<file path="src/rtl/pmc_pkg.sv">
package pmc_pkg;

    typedef logic [2:0] pclass_t;

    // control byte layout: bit0 override, bit1 power-set, bit2 high-class enable
    typedef struct packed {
        logic hce;
        logic pset;
        logic ovr;
    } pmc_ctrl_t;

    typedef struct packed {
        logic    high;   // target lies above class 1
        logic    fast;   // a drop now would be pin-driven
        pclass_t cls;    // granted target class
    } pmc_target_t;

    typedef enum logic [1:0] {
        ST_LOW  = 2'd0,
        ST_UP   = 2'd1,
        ST_HIGH = 2'd2,
        ST_DOWN = 2'd3
    } pmc_state_t;

    localparam pclass_t CLASS_LOW   = 3'd1;
    localparam pclass_t CLASS_STD   = 3'd4;
    localparam pclass_t CLASS_EXTRA = 3'd7;

    function automatic pclass_t ceiling(input pmc_ctrl_t c, input logic pin);
        logic want_low;
        want_low = c.ovr ? c.pset : pin;
        if (want_low)
            return CLASS_LOW;
        return c.hce ? CLASS_EXTRA : CLASS_STD;
    endfunction

    function automatic pclass_t min_class(input pclass_t a, input pclass_t b);
        return (a < b) ? a : b;
    endfunction

    function automatic pclass_t clamp_adv(input pclass_t a);
        return (a == 3'd0) ? CLASS_LOW : a;
    endfunction

endpackage

</file>
<file path="src/rtl/pmc_ctrl_reg.sv">
module pmc_ctrl_reg
    import pmc_pkg::*;
(
    input  logic       clk,
    input  logic       rst,
    input  logic       we,
    input  logic [7:0] wdata,
    output pmc_ctrl_t  ctrl,
    output logic [7:0] rdata
);
    pmc_ctrl_t ctrl_q;

    always_ff @(posedge clk) begin
        if (rst)
            ctrl_q <= '0;
        else if (we)
            ctrl_q <= pmc_ctrl_t'(wdata[2:0]);
    end

    assign ctrl  = ctrl_q;
    assign rdata = {5'b0, ctrl_q};

    // a write lands in the defined bits on the next cycle
    assert_write_lands_R2: assert property (@(posedge clk) disable iff (rst)
        we |=> rdata[2:0] == $past(wdata[2:0]));

endmodule

</file>
<file path="src/rtl/pmc_pin_sync.sv">
module pmc_pin_sync #(
    parameter int unsigned STAGES = 2
) (
    input  logic clk,
    input  logic rst,
    input  logic pin_async,
    output logic pin_sync
);
    logic [STAGES-1:0] chain;

    generate
        for (genvar s = 0; s < STAGES; s++) begin : g_stage
            always_ff @(posedge clk) begin
                if (rst)
                    chain[s] <= 1'b1;   // reset as "low power requested"
                else if (s == 0)
                    chain[s] <= pin_async;
                else
                    chain[s] <= chain[(s == 0) ? 0 : s-1];
            end
        end
    endgenerate

    assign pin_sync = chain[STAGES-1];

endmodule

</file>
<file path="src/rtl/pmc_policy.sv">
module pmc_policy
    import pmc_pkg::*;
(
    input  pmc_ctrl_t   ctrl,
    input  logic        pin,
    input  pclass_t     adv_class,
    output pmc_target_t tgt
);
    pclass_t lim;
    pclass_t cls;

    always_comb begin
        lim      = ceiling(ctrl, pin);
        cls      = min_class(lim, clamp_adv(adv_class));
        tgt.cls  = cls;
        tgt.high = (cls > CLASS_LOW);
        tgt.fast = ~ctrl.ovr;
    end

endmodule

</file>
<file path="src/rtl/pmc_sequencer.sv">
module pmc_sequencer
    import pmc_pkg::*;
#(
    parameter int unsigned UP_CYC       = 60_000_000,
    parameter int unsigned DOWN_SW_CYC  = 20_000_000,
    parameter int unsigned DOWN_PIN_CYC = 20_000
) (
    input  logic        clk,
    input  logic        rst,
    input  pmc_target_t tgt,
    input  pclass_t     adv_class,
    output pclass_t     grant_class,
    output logic        hp_en,
    output logic        busy
);
    localparam int unsigned MAX_CYC = (UP_CYC > DOWN_SW_CYC)
                                    ? ((UP_CYC > DOWN_PIN_CYC) ? UP_CYC : DOWN_PIN_CYC)
                                    : ((DOWN_SW_CYC > DOWN_PIN_CYC) ? DOWN_SW_CYC : DOWN_PIN_CYC);
    localparam int unsigned CNT_W = $clog2(MAX_CYC + 1) + 1;
    localparam logic [CNT_W-1:0] UP_LOAD   = CNT_W'(UP_CYC - 1);
    localparam logic [CNT_W-1:0] SW_LOAD   = CNT_W'(DOWN_SW_CYC - 1);
    localparam logic [CNT_W-1:0] PIN_LOAD  = CNT_W'(DOWN_PIN_CYC - 1);

    pmc_state_t       st_q;
    logic [CNT_W-1:0] cnt_q;
    pclass_t          cls_q;
    logic             hp_q;

    always_ff @(posedge clk) begin
        if (rst) begin
            st_q  <= ST_LOW;
            cnt_q <= '0;
            cls_q <= CLASS_LOW;
            hp_q  <= 1'b0;
        end else begin
            unique case (st_q)
                ST_LOW: begin
                    cls_q <= CLASS_LOW;
                    hp_q  <= 1'b0;
                    if (tgt.high) begin
                        st_q  <= ST_UP;
                        cnt_q <= UP_LOAD;
                    end
                end
                ST_UP: begin
                    if (!tgt.high) begin
                        st_q <= ST_LOW;          // downward wins, nothing to undo
                    end else if (cnt_q == '0) begin
                        st_q  <= ST_HIGH;
                        hp_q  <= 1'b1;
                        cls_q <= tgt.cls;
                    end else begin
                        cnt_q <= cnt_q - 1'b1;
                    end
                end
                ST_HIGH: begin
                    if (!tgt.high) begin
                        st_q  <= ST_DOWN;
                        hp_q  <= 1'b0;
                        cnt_q <= tgt.fast ? PIN_LOAD : SW_LOAD;
                    end else begin
                        cls_q <= tgt.cls;
                    end
                end
                ST_DOWN: begin
                    if (tgt.high) begin
                        st_q  <= ST_UP;
                        cls_q <= CLASS_LOW;
                        cnt_q <= UP_LOAD;
                    end else if (cnt_q == '0) begin
                        st_q  <= ST_LOW;
                        cls_q <= CLASS_LOW;
                    end else if (tgt.fast && cnt_q > PIN_LOAD) begin
                        cnt_q <= PIN_LOAD;       // pin bound is tighter
                    end else begin
                        cnt_q <= cnt_q - 1'b1;
                    end
                end
                default: st_q <= ST_LOW;
            endcase
        end
    end

    assign grant_class = cls_q;
    assign hp_en       = hp_q;
    assign busy        = (st_q == ST_UP) || (st_q == ST_DOWN);

    // reset leaves the module in low power and idle
    assert_reset_low_R1: assert property (@(posedge clk)
        rst |=> (grant_class == CLASS_LOW) && !hp_en && !busy);

    // full power is only reached through a busy rise
    assert_rise_via_busy_R6: assert property (@(posedge clk) disable iff (rst)
        $rose(hp_en) |-> $past(busy));

    // high-power enable never coexists with the lowest class
    assert_hp_above_low_R6: assert property (@(posedge clk) disable iff (rst)
        hp_en |-> grant_class > CLASS_LOW);

    // granted class never exceeds what the module advertised
    assert_class_cap_R5: assert property (@(posedge clk) disable iff (rst)
        hp_en |-> grant_class <= clamp_adv($past(adv_class)));

    // class falls back to 1 only after high-power enable has been removed
    assert_drop_after_hp_R7: assert property (@(posedge clk) disable iff (rst)
        (grant_class == CLASS_LOW && $past(grant_class) != CLASS_LOW)
            |-> !hp_en && !$past(hp_en));

endmodule

</file>
<file path="src/rtl/power_mode_ctrl.sv">
module power_mode_ctrl
    import pmc_pkg::*;
#(
    parameter int unsigned SYNC_STAGES  = 2,
    parameter int unsigned UP_CYC       = 60_000_000,
    parameter int unsigned DOWN_SW_CYC  = 20_000_000,
    parameter int unsigned DOWN_PIN_CYC = 20_000
) (
    input  logic       clk,
    input  logic       rst,
    input  logic       lp_pin_i,
    input  logic       cfg_we_i,
    input  logic [7:0] cfg_wdata_i,
    output logic [7:0] cfg_rdata_o,
    input  logic [2:0] adv_class_i,
    output logic [2:0] grant_class_o,
    output logic       hp_en_o,
    output logic       busy_o
);
    pmc_ctrl_t   ctrl;
    logic        pin_s;
    pmc_target_t tgt;

    pmc_ctrl_reg u_reg (
        .clk   (clk),
        .rst   (rst),
        .we    (cfg_we_i),
        .wdata (cfg_wdata_i),
        .ctrl  (ctrl),
        .rdata (cfg_rdata_o)
    );

    pmc_pin_sync #(.STAGES(SYNC_STAGES)) u_sync (
        .clk       (clk),
        .rst       (rst),
        .pin_async (lp_pin_i),
        .pin_sync  (pin_s)
    );

    pmc_policy u_policy (
        .ctrl      (ctrl),
        .pin       (pin_s),
        .adv_class (adv_class_i),
        .tgt       (tgt)
    );

    pmc_sequencer #(
        .UP_CYC       (UP_CYC),
        .DOWN_SW_CYC  (DOWN_SW_CYC),
        .DOWN_PIN_CYC (DOWN_PIN_CYC)
    ) u_seq (
        .clk         (clk),
        .rst         (rst),
        .tgt         (tgt),
        .adv_class   (adv_class_i),
        .grant_class (grant_class_o),
        .hp_en       (hp_en_o),
        .busy        (busy_o)
    );

endmodule

</file>
<file path="config.mk">
export PLATFORM = sky130hd
export DESIGN_NAME = power_mode_ctrl
export DESIGN_NICKNAME = d
export VERILOG_FILES = /design/src/rtl/pmc_pkg.sv /design/src/rtl/pmc_ctrl_reg.sv /design/src/rtl/pmc_pin_sync.sv /design/src/rtl/pmc_policy.sv /design/src/rtl/pmc_sequencer.sv /design/src/rtl/power_mode_ctrl.sv
export SDC_FILE = /design/constraint.sdc
export NUM_CORES = 1
export LEC_CHECK = 0
export ABC_AREA = 1
export ABC_CLOCK_PERIOD_IN_PS = 5500
export BUFFER_PORTS_ARGS = -buffer_cell sky130_fd_sc_hd__buf_2
export CELL_PAD_IN_SITES_DETAIL_PLACEMENT = 0
export CELL_PAD_IN_SITES_GLOBAL_PLACEMENT = 2
export CORE_ASPECT_RATIO = 1.4
export CORE_UTILIZATION = 35
export DETAILED_ROUTE_END_ITERATION = 6
export GPL_TIMING_DRIVEN = 0
export PLACE_DENSITY = 0.88
export SYNTH_ARGS = -nofsm -noshare
export SYNTH_HDL_FRONTEND = slang
export SYNTH_SLANG_ARGS = --single-unit
export TNS_END_PERCENT = 5
</file>
<file path="constraint.sdc">
create_clock -name clk -period 5.5 [get_ports clk]
set_clock_uncertainty 0.05 [all_clocks]
set_input_delay 1.1 -clock clk [delete_from_list [all_inputs] [get_ports clk]]
set_output_delay 1.1 -clock clk [all_outputs]
set_load 0.01 [all_outputs]
</file>
# == Word-level counts from Yosys, hierarchy flattened ==
# Index checks and enable logic that the tools add are counted.
# Widths: inputs -> output; s select.
# totals
ff_bits,38
out_inout_bits,13
# op_classes
add_sub_neg,1
order_cmp,3
n_eq_ne,12
n_mux,33
n_bitwise,1
reduce_logical,10
# op_table
op,count
$mux 27,7
$pmux 27 s4,1
$gt 27x15->1 const B,1
$logic_not 27->1,1
$mux 3,9
$sub 27x1->27 const B,1
$mux 25,1
$mux 2,7
$pmux 3 s4,1
$reduce_and 4->1,3
$ne 2x1->1 const B,4
$pmux 2 s4,1
$mux 1,5
$reduce_and 5->1,1
$eq 2x2->1 const B,2
$ne 2x2->1 const B,2
$gt 3x1->1 const B,1
$logic_not 3->1,1
$lt 3x3->1,1
$ne 3x1->1 const B,1
$ne 3x2->1 const B,1
$ne 3x3->1 const B,1
$pmux 1 s3,1
$reduce_bool 3->1,1
5 further kinds,5

# == Depth between registers and ports, before layout ==
# Gate-level depths: netlist of the first run.
# depth
word_depth,8
mapped_depth,19

# == Cells and area by module ==
# From an unflattened synthesis of the first run, not the netlist that was laid out.
# hier_totals
hier_cells,469
area_unflattened_um2,2870.3
# by_module_without_submodules
mod,instances,cells_each,area_each_um2
pmc_sequencer,1,403,2444.8
pmc_ctrl_reg,1,28,183.9
pmc_policy,1,31,182.7
pmc_pin_sync,1,7,58.8

# == Least setup slack after synthesis of the first run ==
# No wires, ideal clock.
# synth_timing
path_type,input to register
startpoint,in adv_class_i[2]
endpoint,reg u_seq.cnt_q[20]
t_arrival_ps,2603
slack_ps,2731
path_stages,12
n_path_buf,0
path_cell_list,inv_1 ha_1 a21oi_1 nand2_2 nand2_4 nand3_4 nand2_1 nand2_1 a21oi_1 o21ai_0 nor2_1 nor2_1
# synth_between
elab_chain_len,7
word_cells_on_any_way,12
cone_classes,2 x order compare; 4 x eq/ne; 4 x mux; 2 x reduce/logical
# synth_rtl
element,line_no,source
"start, declared",power_mode_ctrl.sv:15,"input logic [2:0] adv_class_i,"
$logic_not 3->1,pmc_pkg.sv:42,return (a == 3'd0) ? CLASS_LOW : a;
$mux 3 (*),pmc_pkg.sv:42,
$lt 3x3->1,pmc_pkg.sv:38,return (a < b) ? a : b;
$mux 3 (*),pmc_pkg.sv:38,
$gt 3x1->1 (*),pmc_policy.sv:16,tgt.high = (cls > CLASS_LOW);
"$ne 3x2->1 (no source line), or another cell as far along",--,
$reduce_and 5->1 (no source line) / $pmux 27 s4 (equally long branches),--,
"end signal, assigned",pmc_sequencer.sv:53,cnt_q <= cnt_q - 1'b1;
"end signal, assigned",pmc_sequencer.sv:60,cnt_q <= tgt.fast ? PIN_LOAD : SW_LOAD;
"end signal, assigned",pmc_sequencer.sv:76,cnt_q <= cnt_q - 1'b1;
"end, declared",pmc_sequencer.sv:25,logic [CNT_W-1:0] cnt_q;
# Every way passes the cells marked *; elsewhere a longest branch is shown, timed or not.
# A chain may end at the register's enable or synchronous reset.

# == Worst setup path after layout of the first run ==
# layout_timing
startpoint,in adv_class_i[2]
endpoint,reg u_seq.cnt_q[24]
# The elaborated chain is that of the path after synthesis.

==> impl_metrics.tcl, run 1 <==
set metrics [dict create \
    die_area_sq_mm 0.00846 \
    cap_violations 0 \
    dp_hpwl_um 6290 \
    ir_drop_v 0.000195 \
    vias 2779 \
    start_kind "input pin" \
    crit_fanout 7 \
    grt_use_total 0.208 \
    ff2ff_setup_slack_ns 2.63 \
    antenna_found_initial 0 \
    p_int_uw 827 \
    clock-sinks 38 \
    rsz0062_at_grt "false" \
    hold_buffers 0 \
    critPathSlowestCell "a21oi_1" \
    io_pins 28 \
    post-cts-setup-buffers 0 \
    htree_levels 2 \
    p_switching_uw 792 \
    rr_endpoint "u_seq.cnt_q[24]$_SDFFE_PP0P_" \
    dpl_cell_area_sq_mm 0.00306 \
    cts_resized 0 \
    clock_latency_ns 0.30 \
    postRouteAntennaNets 0 \
    power_mw 1.62 \
    portBuffers 17 \
    power_density_mw_per_mm2 507 \
    synth_top_family_by_area "simple AND/OR/NAND/NOR gates" \
    numCtsBuffers 5 \
    p_leak_nw 1.48 \
    crit_type "input pin to flip-flop" \
    chipHeight_um 108 \
    required_ns 5.65 \
    syn_to_final_growth_pct 12.8 \
    finalHoldViolCount 0 \
    grt_overflow 0 \
    drv_slew 0 \
    grt_pass1_wl_um 13400 \
    synth_compound_area_frac 0.113 \
    layout_min_cycle_time_ns 3.09 \
    nets 498 \
    critPathLaunch "adv_class_i[2]" \
    p_sw_frac 0.489 \
    final.period_utilization 0.561 \
    cts_tree "built" \
    fin_setup_tns_ns 0 \
    fp-row-count 38 \
    setup.worst_path.end "u_seq.cnt_q[24]$_SDFFE_PP0P_" \
    start_util 0.363 \
    run_status "finished clean" \
    synth_top_area_frac 0.269 \
    clkSlewWorstSetupHoldPaths_ns 0.09 \
    ys_types 37 \
    yosys.area_share.simple 0.431 \
    postSynthAreaPerCell_sq_um 6.33 \
    hold_path.startpoint "u_sync.chain[0]$_SDFF_PP1_" \
    tightest_slew_ns 0.639 \
    comb_power_share 0.551 \
    max_stage_delay_ns 0.46 \
    fillers 889 \
    ys_warn_count 0 \
    cts-root-buf "clkbuf_8" \
    critical_path.reg2reg.startpoint "u_reg.ctrl[0]$_SDFFE_PP0P_" \
    seqPwrFrac 0.266 \
    via_per_inst 4.82 \
    synth_adder_area_share 0.0354 \
    synthCells 447 \
    ys_seq_elements 38 \
    endpoint_kind "flip-flop" \
    final_util 0.409 \
    min_path_type "flip-flop to flip-flop" \
    clockPowerShare 0.184 \
    clock_path_buffers 2 \
    drc 0 \
    grt_pass1_vias 2698 \
    grt_max_degree 14 \
    wirelength_um 8090 \
    chipWidth_um 78 \
    core_area_sq_mm 0.00780 \
    maxSlewHeadroom 0.574 \
    timing.final.ws_setup_ns 2.41 \
    r2r_cells 14 \
    ys_seq_area_frac 0.269 \
    critical_path.cell_chain "buf_2 > inv_1 > ha_1 > a21oi_1 > nand2_2 > nand2_4 > nand3_4 > nand2_1 > nand2_1 > a21oi_1 > o21ai_0 > nor2_1 > nor2_1" \
    drt-initial-drc-count 130 \
    syn_area_sq_mm 0.00283 \
    fmax_ghz 0.324 \
    drive_gt1_frac 0.139 \
    cp.arrival_ns 3.24 \
    synth.area.top_cells "dfxtp_1, nand2_1, nor2_1" \
    post-route-cell-area_sq_mm 0.00319 \
    avgRoutedWirePerCell_um 14.0 \
    setup_viol 0 \
    antenna_cells 0 \
    synth_largest_area_cell "dfxtp_1" \
    dp_slack_ns 2.10 \
    drt_pass1_iterations 4 \
    place_congestion 0.893 \
    synth.area.mux_share 0 \
    yosys.area_share.xor_xnor 0.0526 \
]
stage by stage:
stage,cells,hold WS (ns)
floorplan,451,0.339
global placement,568,0.347
detailed placement,568,0.347
CTS,576,0.373
global route,576,0.389
finish,576,0.368
power by group through the flow:
stage               Sequential (mW)  Clock [mW]  Combinational (mW)
floorplan                     0.420           0               0.671
global placement              0.436           0               0.888
detailed placement            0.434           0               0.891
CTS                           0.430       0.303               0.894
global route                  0.444       0.316                1.01
finish                        0.430       0.297               0.892
final cells by class:
type | count | area [sq um] | share of cell area
Multi-Input combinational cell | 351 | 1810 | 0.566
Clock inverter | 3 | 68.8 | 0.0216
Clock buffer | 5 | 68.8 | 0.0216
Tap cell | 100 | 125 | 0.0392
Timing Repair Buffer | 17 | 85.1 | 0.0266
Buffer | 13 | 91.3 | 0.0286
Sequential cell | 38 | 761 | 0.238
Inverter | 49 | 185 | 0.0580
cell usage after synthesis (all sizes together):
library cell and count:
nor2 93, o21bai 1, nand3b 3, nor4 1, nor3 7, dfxtp 38, xnor2 5, or2 2
a21oi 23, o211ai 1, nand2 110, inv 48, nand4 10, buf 10, nand3 34, conb 1
o21ai 35, ha 8, a21boi 1, clkbuf 3, clkinv 1, xor2 12
worst min-delay path by stage:
| stage | endpoint | slack [ns] | depth (start not counted) |
|---|---|---|---|
| after floorplan | u_sync.pin_sync$_SDFF_PP1_ | 0.34 | 1 |
| after global placement | u_sync.pin_sync$_SDFF_PP1_ | 0.35 | 1 |
| after detailed placement | u_sync.pin_sync$_SDFF_PP1_ | 0.35 | 1 |
| after CTS | u_sync.pin_sync$_SDFF_PP1_ | 0.37 | 1 |
| after global routing | u_sync.pin_sync$_SDFF_PP1_ | 0.39 | 1 |
| final | u_sync.pin_sync$_SDFF_PP1_ | 0.37 | 1 |
sequential cells by signal, summed over array words and instances, names as in the netlist, named ones only:
name,count
u_sync.chain,1
u_sync.pin_sync,1
u_seq.hp_en,1
u_seq.st_q,1
u_reg.ctrl,3
u_seq.cnt_q,27
u_seq.grant_class,3
cells in the final DEF (no fill, tap or decap), drive strengths merged, types with 8 or more instances in the layout:
cell      n
nand2   110
nor2     93
inv      48
dfxtp    38
o21ai    35
nand3    34
buf      27
a21oi    23
xor2     12
nand4    10
ha        8
clkbuf    8
critical path, delay by kind of cell:
family,cells,cell delay (ns)
fa+ha+maj,1,0.30
buf+inv,2,0.16
simple gates,7,0.78
compound gates,3,0.91
per-layer routing:
| layer | up-vias | share of wire | global-route usage |
|---|---|---|---|
| li1 | 1473 | - | - |
| met1 | 1246 | 0.43 | 0.232 |
| met4 | 0 | 0.022 | 0.0688 |
| met5 | - | 0 | 0 |
| met2 | 45 | 0.52 | 0.403 |
| met3 | 15 | 0.022 | 0.0262 |
logic make-up (layout without fill, tap and decap cells):
group / after synthesis / after routing
other: 1 / 5
XOR/XNOR: 17 / 17
AND/OR/NAND/NOR: 260 / 260
adder cells (fa/ha/maj): 8 / 8
flip-flops: 38 / 38
buffers and inverters: 62 / 87
AO/OA/AOI/OAI: 61 / 61
Power figures use the tool's default switching activity.
==> run 2, diff against run 1 <==
--- a/config.mk
+++ b/config.mk
@@ -6,15 +6,15 @@
 export NUM_CORES = 1
 export LEC_CHECK = 0
 export ABC_AREA = 1
-export ABC_CLOCK_PERIOD_IN_PS = 5500
+export ABC_CLOCK_PERIOD_IN_PS = 3200
 export BUFFER_PORTS_ARGS = -buffer_cell sky130_fd_sc_hd__buf_2
 export CELL_PAD_IN_SITES_DETAIL_PLACEMENT = 0
 export CELL_PAD_IN_SITES_GLOBAL_PLACEMENT = 2
 export CORE_ASPECT_RATIO = 1.4
-export CORE_UTILIZATION = 35
+export CORE_UTILIZATION = 32
 export DETAILED_ROUTE_END_ITERATION = 6
 export GPL_TIMING_DRIVEN = 0
-export PLACE_DENSITY = 0.88
+export PLACE_DENSITY = 0.81
 export SYNTH_ARGS = -nofsm -noshare
 export SYNTH_HDL_FRONTEND = slang
 export SYNTH_SLANG_ARGS = --single-unit
==> constraint.sdc (replaced) <==
create_clock -name clk -period 3.2 [get_ports clk]
set_clock_uncertainty 0.05 [all_clocks]
set_input_delay 0.64 -clock clk [delete_from_list [all_inputs] [get_ports clk]]
set_output_delay 0.64 -clock clk [all_outputs]
set_load 0.01 [all_outputs]
==> run 2 against run 1 <==
  * Die area up 9.2%
  * Flip-flop and latch count unchanged
  * Critical path depth up 1
==> impl_metrics.tcl, run 2 (same netlist as run 1, synthesis figures left out) <==
set metrics [dict create \
    power_mw 2.80 \
    clock_latency_ns 0.29 \
    chipWidth_um 81.5 \
    critical_path.cell_chain "inv_2 > nand2_2 > nand2_4 > ha_1 > a21oi_1 > nand2_2 > nand2_4 > nand3_4 > nand2_4 > nand3_4 > nor2_4 > buf_6 > nand3_1 > a21oi_1" \
    postRouteAntennaNets 0 \
    run_status "finished clean" \
    tightest_slew_ns 0.659 \
    grt_overflow 0 \
    antenna_cells 0 \
    regMostFlops "u_seq.cnt_q" \
    clock-sinks 38 \
    power_density_mw_per_mm2 870 \
    fp-row-count 40 \
    max_stage_delay_ns 0.50 \
    post-cts-setup-buffers 0 \
    crit_fanout 10 \
    die_area_sq_mm 0.00923 \
    setup_viol 0 \
    clock_path_buffers 2 \
    rsz0062_at_grt "false" \
    cts_resized 0 \
    numCtsBuffers 5 \
    start_kind "flip-flop" \
    clkSlewWorstSetupHoldPaths_ns 0.06 \
    cpMostUsedCell "nand2_4" \
    cts_tree "built" \
    drive_gt1_frac 0.141 \
    required_ns 3.37 \
    dp_hpwl_um 6550 \
    grt_pass1_wl_um 13700 \
    core_area_sq_mm 0.00856 \
    drt_pass1_iterations 4 \
    antenna_found_initial 0 \
    syn_to_final_growth_pct 13.7 \
    grt_use_total 0.201 \
    final_cell_mix "nand2_1, nor2_1, inv_1" \
    fmax_ghz 0.364 \
    cp.arrival_ns 2.92 \
    drc 0 \
    start_util 0.331 \
    fin_setup_tns_ns 0 \
    cap_violations 0 \
    final_util 0.376 \
    crit_type "flip-flop to flip-flop" \
    maxSlewHeadroom 0.560 \
    layout_min_cycle_time_ns 2.75 \
    cts-root-buf "clkbuf_16" \
    p_leak_nw 1.48 \
    io_pins 28 \
    avgRoutedWirePerCell_um 14.3 \
    nets 498 \
    portBuffers 17 \
    htree_levels 2 \
    finalHoldViolCount 0 \
    largest_register_ffs 27 \
    via_per_inst 4.81 \
    place_congestion 0.836 \
    drt-initial-drc-count 88 \
    chipHeight_um 113 \
    final.period_utilization 0.859 \
    wirelength_um 8340 \
    min_path_type "flip-flop to flip-flop" \
    grt_pass1_vias 2717 \
    ir_drop_v 0.000318 \
    grt_max_degree 13 \
    final_common_cell "nand2_1" \
    endpoint_kind "flip-flop" \
    hold_buffers 0 \
    drv_slew 0 \
    critPathSlowestCell "dfxtp_1" \
    vias 2796 \
]
-- run 2: area by class of cell --
type,instances,area [sq um]
fill,968,5340
multi-input combinational,351,1810
sequential,38,761
inverter,49,185
clock buffer,6,139
tap,105,131
buffer,13,91.3
timing repair buffer,17,85.1
clock inverter,2,12.5
-- run 2: worst max-delay path: cells and delay by family (launching register included) --
kind | cells | cell delay, ns
buf+inv | 2 | 0.33
fa+ha+maj | 1 | 0.29
compound gates | 2 | 0.39
flops | 1 | 0.50
simple gates | 9 | 1.13
-- run 2: stage by stage --
step | hold slack, ns | setup slack, ns | cells | instance area (sq um)
2_1_floorplan | 0.339 | 0.891 | 451 | 2850
3_5_place_dp | 0.357 | 0.223 | 573 | 3060
3_3_place_gp | 0.351 | 0.230 | 573 | 3060
4_1_cts | 0.376 | 0.223 | 581 | 3210
6_report | 0.371 | 0.452 | 581 | 3220
5_1_grt | 0.402 | 0.144 | 581 | 3220
-- run 2: final timing paths --
| kind | start | endpoint | slack [ns] | cells after the start |
|---|---|---|---|---|
| worst min register to register | u_sync.chain[0]$_SDFF_PP1_ | u_sync.pin_sync$_SDFF_PP1_ | 0.37 | 1 |
| worst max-delay path | u_reg.ctrl[0]$_SDFFE_PP0P_ | u_seq.cnt_q[3]$_SDFFE_PP0P_ | 0.45 | 14 |
| worst max register to register | u_reg.ctrl[0]$_SDFFE_PP0P_ | u_seq.cnt_q[3]$_SDFFE_PP0P_ | 0.45 | 14 |
| worst min-delay path | u_sync.chain[0]$_SDFF_PP1_ | u_sync.pin_sync$_SDFF_PP1_ | 0.37 | 1 |
-- run 2: where the power goes --
group	internal (mW)	leakage, nW	switching [mW]
Sequential	0.599	0.313	0.143
Clock	0.309	0.0729	0.216
Combinational	0.512	1.10	1.02
Total	1.42	1.48	1.38
-- run 2: per-layer routing --
metal / GRT usage / share of wire / vias up
met4: 0.0810 / 0.027 / 0
li1: - / - / 1475
met2: 0.362 / 0.53 / 43
met3: 0.0347 / 0.026 / 12
met1: 0.227 / 0.42 / 1266
met5: 0 / 0 / -
==> run 3, diff against run 2 <==
--- a/config.mk
+++ b/config.mk
@@ -15,7 +15,7 @@
 export DETAILED_ROUTE_END_ITERATION = 6
 export GPL_TIMING_DRIVEN = 0
 export PLACE_DENSITY = 0.81
+export SETUP_SLACK_MARGIN = 0.5
 export SYNTH_ARGS = -nofsm -noshare
 export SYNTH_HDL_FRONTEND = slang
 export SYNTH_SLANG_ARGS = --single-unit
-export TNS_END_PERCENT = 5
==> constraint.sdc (replaced) <==
create_clock -name clk -period 3.2 [get_ports clk]
set_clock_uncertainty 0.05 [all_clocks]
set_input_delay 0.64 -clock clk [delete_from_list [all_inputs] [get_ports clk]]
set_output_delay 0.64 -clock clk [all_outputs]
set_load 0.1 [all_outputs]
==> run 3 against run 2 <==
  * Via count increased by 1.6%
  * Critical path depth down 8
  * Largest cell class unchanged
  * Combinational power is 16% higher
  * Total power grew 15%
  * Highest routed layer unchanged
  * Die area did not move
==> impl_metrics.tcl, run 3 (same netlist as run 1, synthesis figures left out) <==
set metrics [dict create \
    finalHoldViolCount 0 \
    clock-sinks 38 \
    maxSlewHeadroom 0.582 \
    grt_pass1_wl_um 13600 \
    setup_viol 0 \
    grt_overflow 0 \
    drt_pass1_iterations 4 \
    start_util 0.331 \
    power_density_mw_per_mm2 961 \
    power_mw 3.21 \
    dp_slack_ns 0.210 \
    postRouteAntennaNets 0 \
    via_per_inst 4.85 \
    cts_tree "built" \
    fmax_ghz 0.394 \
    grt_max_degree 13 \
    dp_hpwl_um 6580 \
    required_ns 2.51 \
    layout_min_cycle_time_ns 2.54 \
    final.period_utilization 0.793 \
    drive_gt1_frac 0.163 \
    antenna_cells 0 \
    drc 0 \
    ff2ff_setup_slack_ns 0.69 \
    avgRoutedWirePerCell_um 14.3 \
    die_area_sq_mm 0.00923 \
    clkSlewWorstSetupHoldPaths_ns 0.06 \
    p_leak_nw 1.54 \
    min_path_type "flip-flop to flip-flop" \
    rsz0062_at_grt "false" \
    drt-initial-drc-count 123 \
    final_common_cell "nand2_1" \
    r2r_cells 18 \
    critical_path.reg2reg.startpoint "u_reg.ctrl[0]$_SDFFE_PP0P_" \
    fp-row-count 40 \
    clock_path_buffers 2 \
    antenna_found_initial 0 \
    tightest_slew_ns 0.626 \
    fin_setup_tns_ns 0 \
    chipWidth_um 81.5 \
    endpoint_kind "output port" \
    rr_endpoint "u_seq.cnt_q[5]$_SDFFE_PP0P_" \
    core_area_sq_mm 0.00856 \
    syn_to_final_growth_pct 17.8 \
    cp.arrival_ns 1.85 \
    regMostFlops "u_seq.cnt_q" \
    largest_register_ffs 27 \
    chipHeight_um 113 \
    start_kind "flip-flop" \
    portBuffers 17 \
    cap_violations 0 \
    numCtsBuffers 5 \
    run_status "finished clean" \
    place_congestion 0.831 \
    nets 502 \
    io_pins 28 \
    wirelength_um 8390 \
    cts-root-buf "clkbuf_16" \
    vias 2840 \
    clock_latency_ns 0.29 \
    crit_type "flip-flop to output port" \
    fillers 971 \
    final_cell_mix "nand2_1, nor2_1, inv_1" \
    htree_levels 2 \
    min_path_cells 1 \
    ir_drop_v 0.000455 \
    timing.final.ws_setup_ns 0.662 \
    drv_slew 0 \
    crit_fanout 8 \
    hold_buffers 0 \
    grt_use_total 0.200 \
    setup.worst_path.end "busy_o" \
    grt_pass1_vias 2702 \
]
run 3: per-stage QoR:
| step | cells | util | cell area [sq um] | hold slack (ns) |
|---|---|---|---|---|
| 2_1_floorplan | 451 | - | 2850 | 0.339 |
| 3_3_place_gp | 573 | 0.358 | 3070 | 0.351 |
| 3_5_place_dp | 573 | 0.358 | 3070 | 0.359 |
| 4_1_cts | 581 | 0.382 | 3270 | 0.373 |
| 5_1_grt | 585 | 0.390 | 3330 | 0.386 |
| 6_report | 585 | 0.390 | 3330 | 0.367 |
run 3: final cells by class:
type	count	area, sq um	share of cell area
inverters	49	188	0.0563
plain buffers	13	91.3	0.0274
repair buffers	21	118	0.0353
clock buffers	6	139	0.0417
well taps	105	131	0.0394
multi-input cells	351	1840	0.552
clock inverters	2	60.1	0.0180
flip-flops and latches	38	767	0.230
run 3: routing by layer:
| layer | track usage | up-vias | routed length [um] |
|---|---|---|---|
| li1 | - | 1486 | - |
| met1 | 0.220 | 1284 | 3410 |
| met2 | 0.355 | 53 | 4400 |
| met3 | 0.0363 | 17 | 279 |
| met4 | 0.101 | 0 | 306 |
| met5 | 0 | - | 0 |
run 3: critical path, cell delays in order, from the launching register on:
cell and delay (ns):
dfxtp_1 0.33, inv_1 0.12, ha_1 0.15, clkbuf_1 0.34, nor2_4 0.12, inv_1 0.14, clkbuf_4 0.35
run 3: repair_timing:
| item | 4_1_cts | 5_1_grt |
|---|---|---|
| pin swaps | 0 | 3 |
| resized for setup | 2 | 9 |
| setup buffers | 0 | 4 |
| setup endpoints to repair | 7 | 24 |
run 3: power by group:
group	switching [mW]	internal (mW)
Sequential	0.143	0.599
Clock	0.213	0.468
Combinational	1.23	0.550
run 3: worst min path at each step:
| stage | from | endpoint | slack (ns) |
|---|---|---|---|
| floorplan | u_sync.chain[0]$_SDFF_PP1_ | u_sync.pin_sync$_SDFF_PP1_ | 0.34 |
| global placement | u_sync.chain[0]$_SDFF_PP1_ | u_sync.pin_sync$_SDFF_PP1_ | 0.35 |
| detailed placement | u_sync.chain[0]$_SDFF_PP1_ | u_sync.pin_sync$_SDFF_PP1_ | 0.36 |
| CTS | u_sync.chain[0]$_SDFF_PP1_ | u_sync.pin_sync$_SDFF_PP1_ | 0.37 |
| global route | u_sync.chain[0]$_SDFF_PP1_ | u_sync.pin_sync$_SDFF_PP1_ | 0.39 |
| finish | u_sync.chain[0]$_SDFF_PP1_ | u_sync.pin_sync$_SDFF_PP1_ | 0.37 |
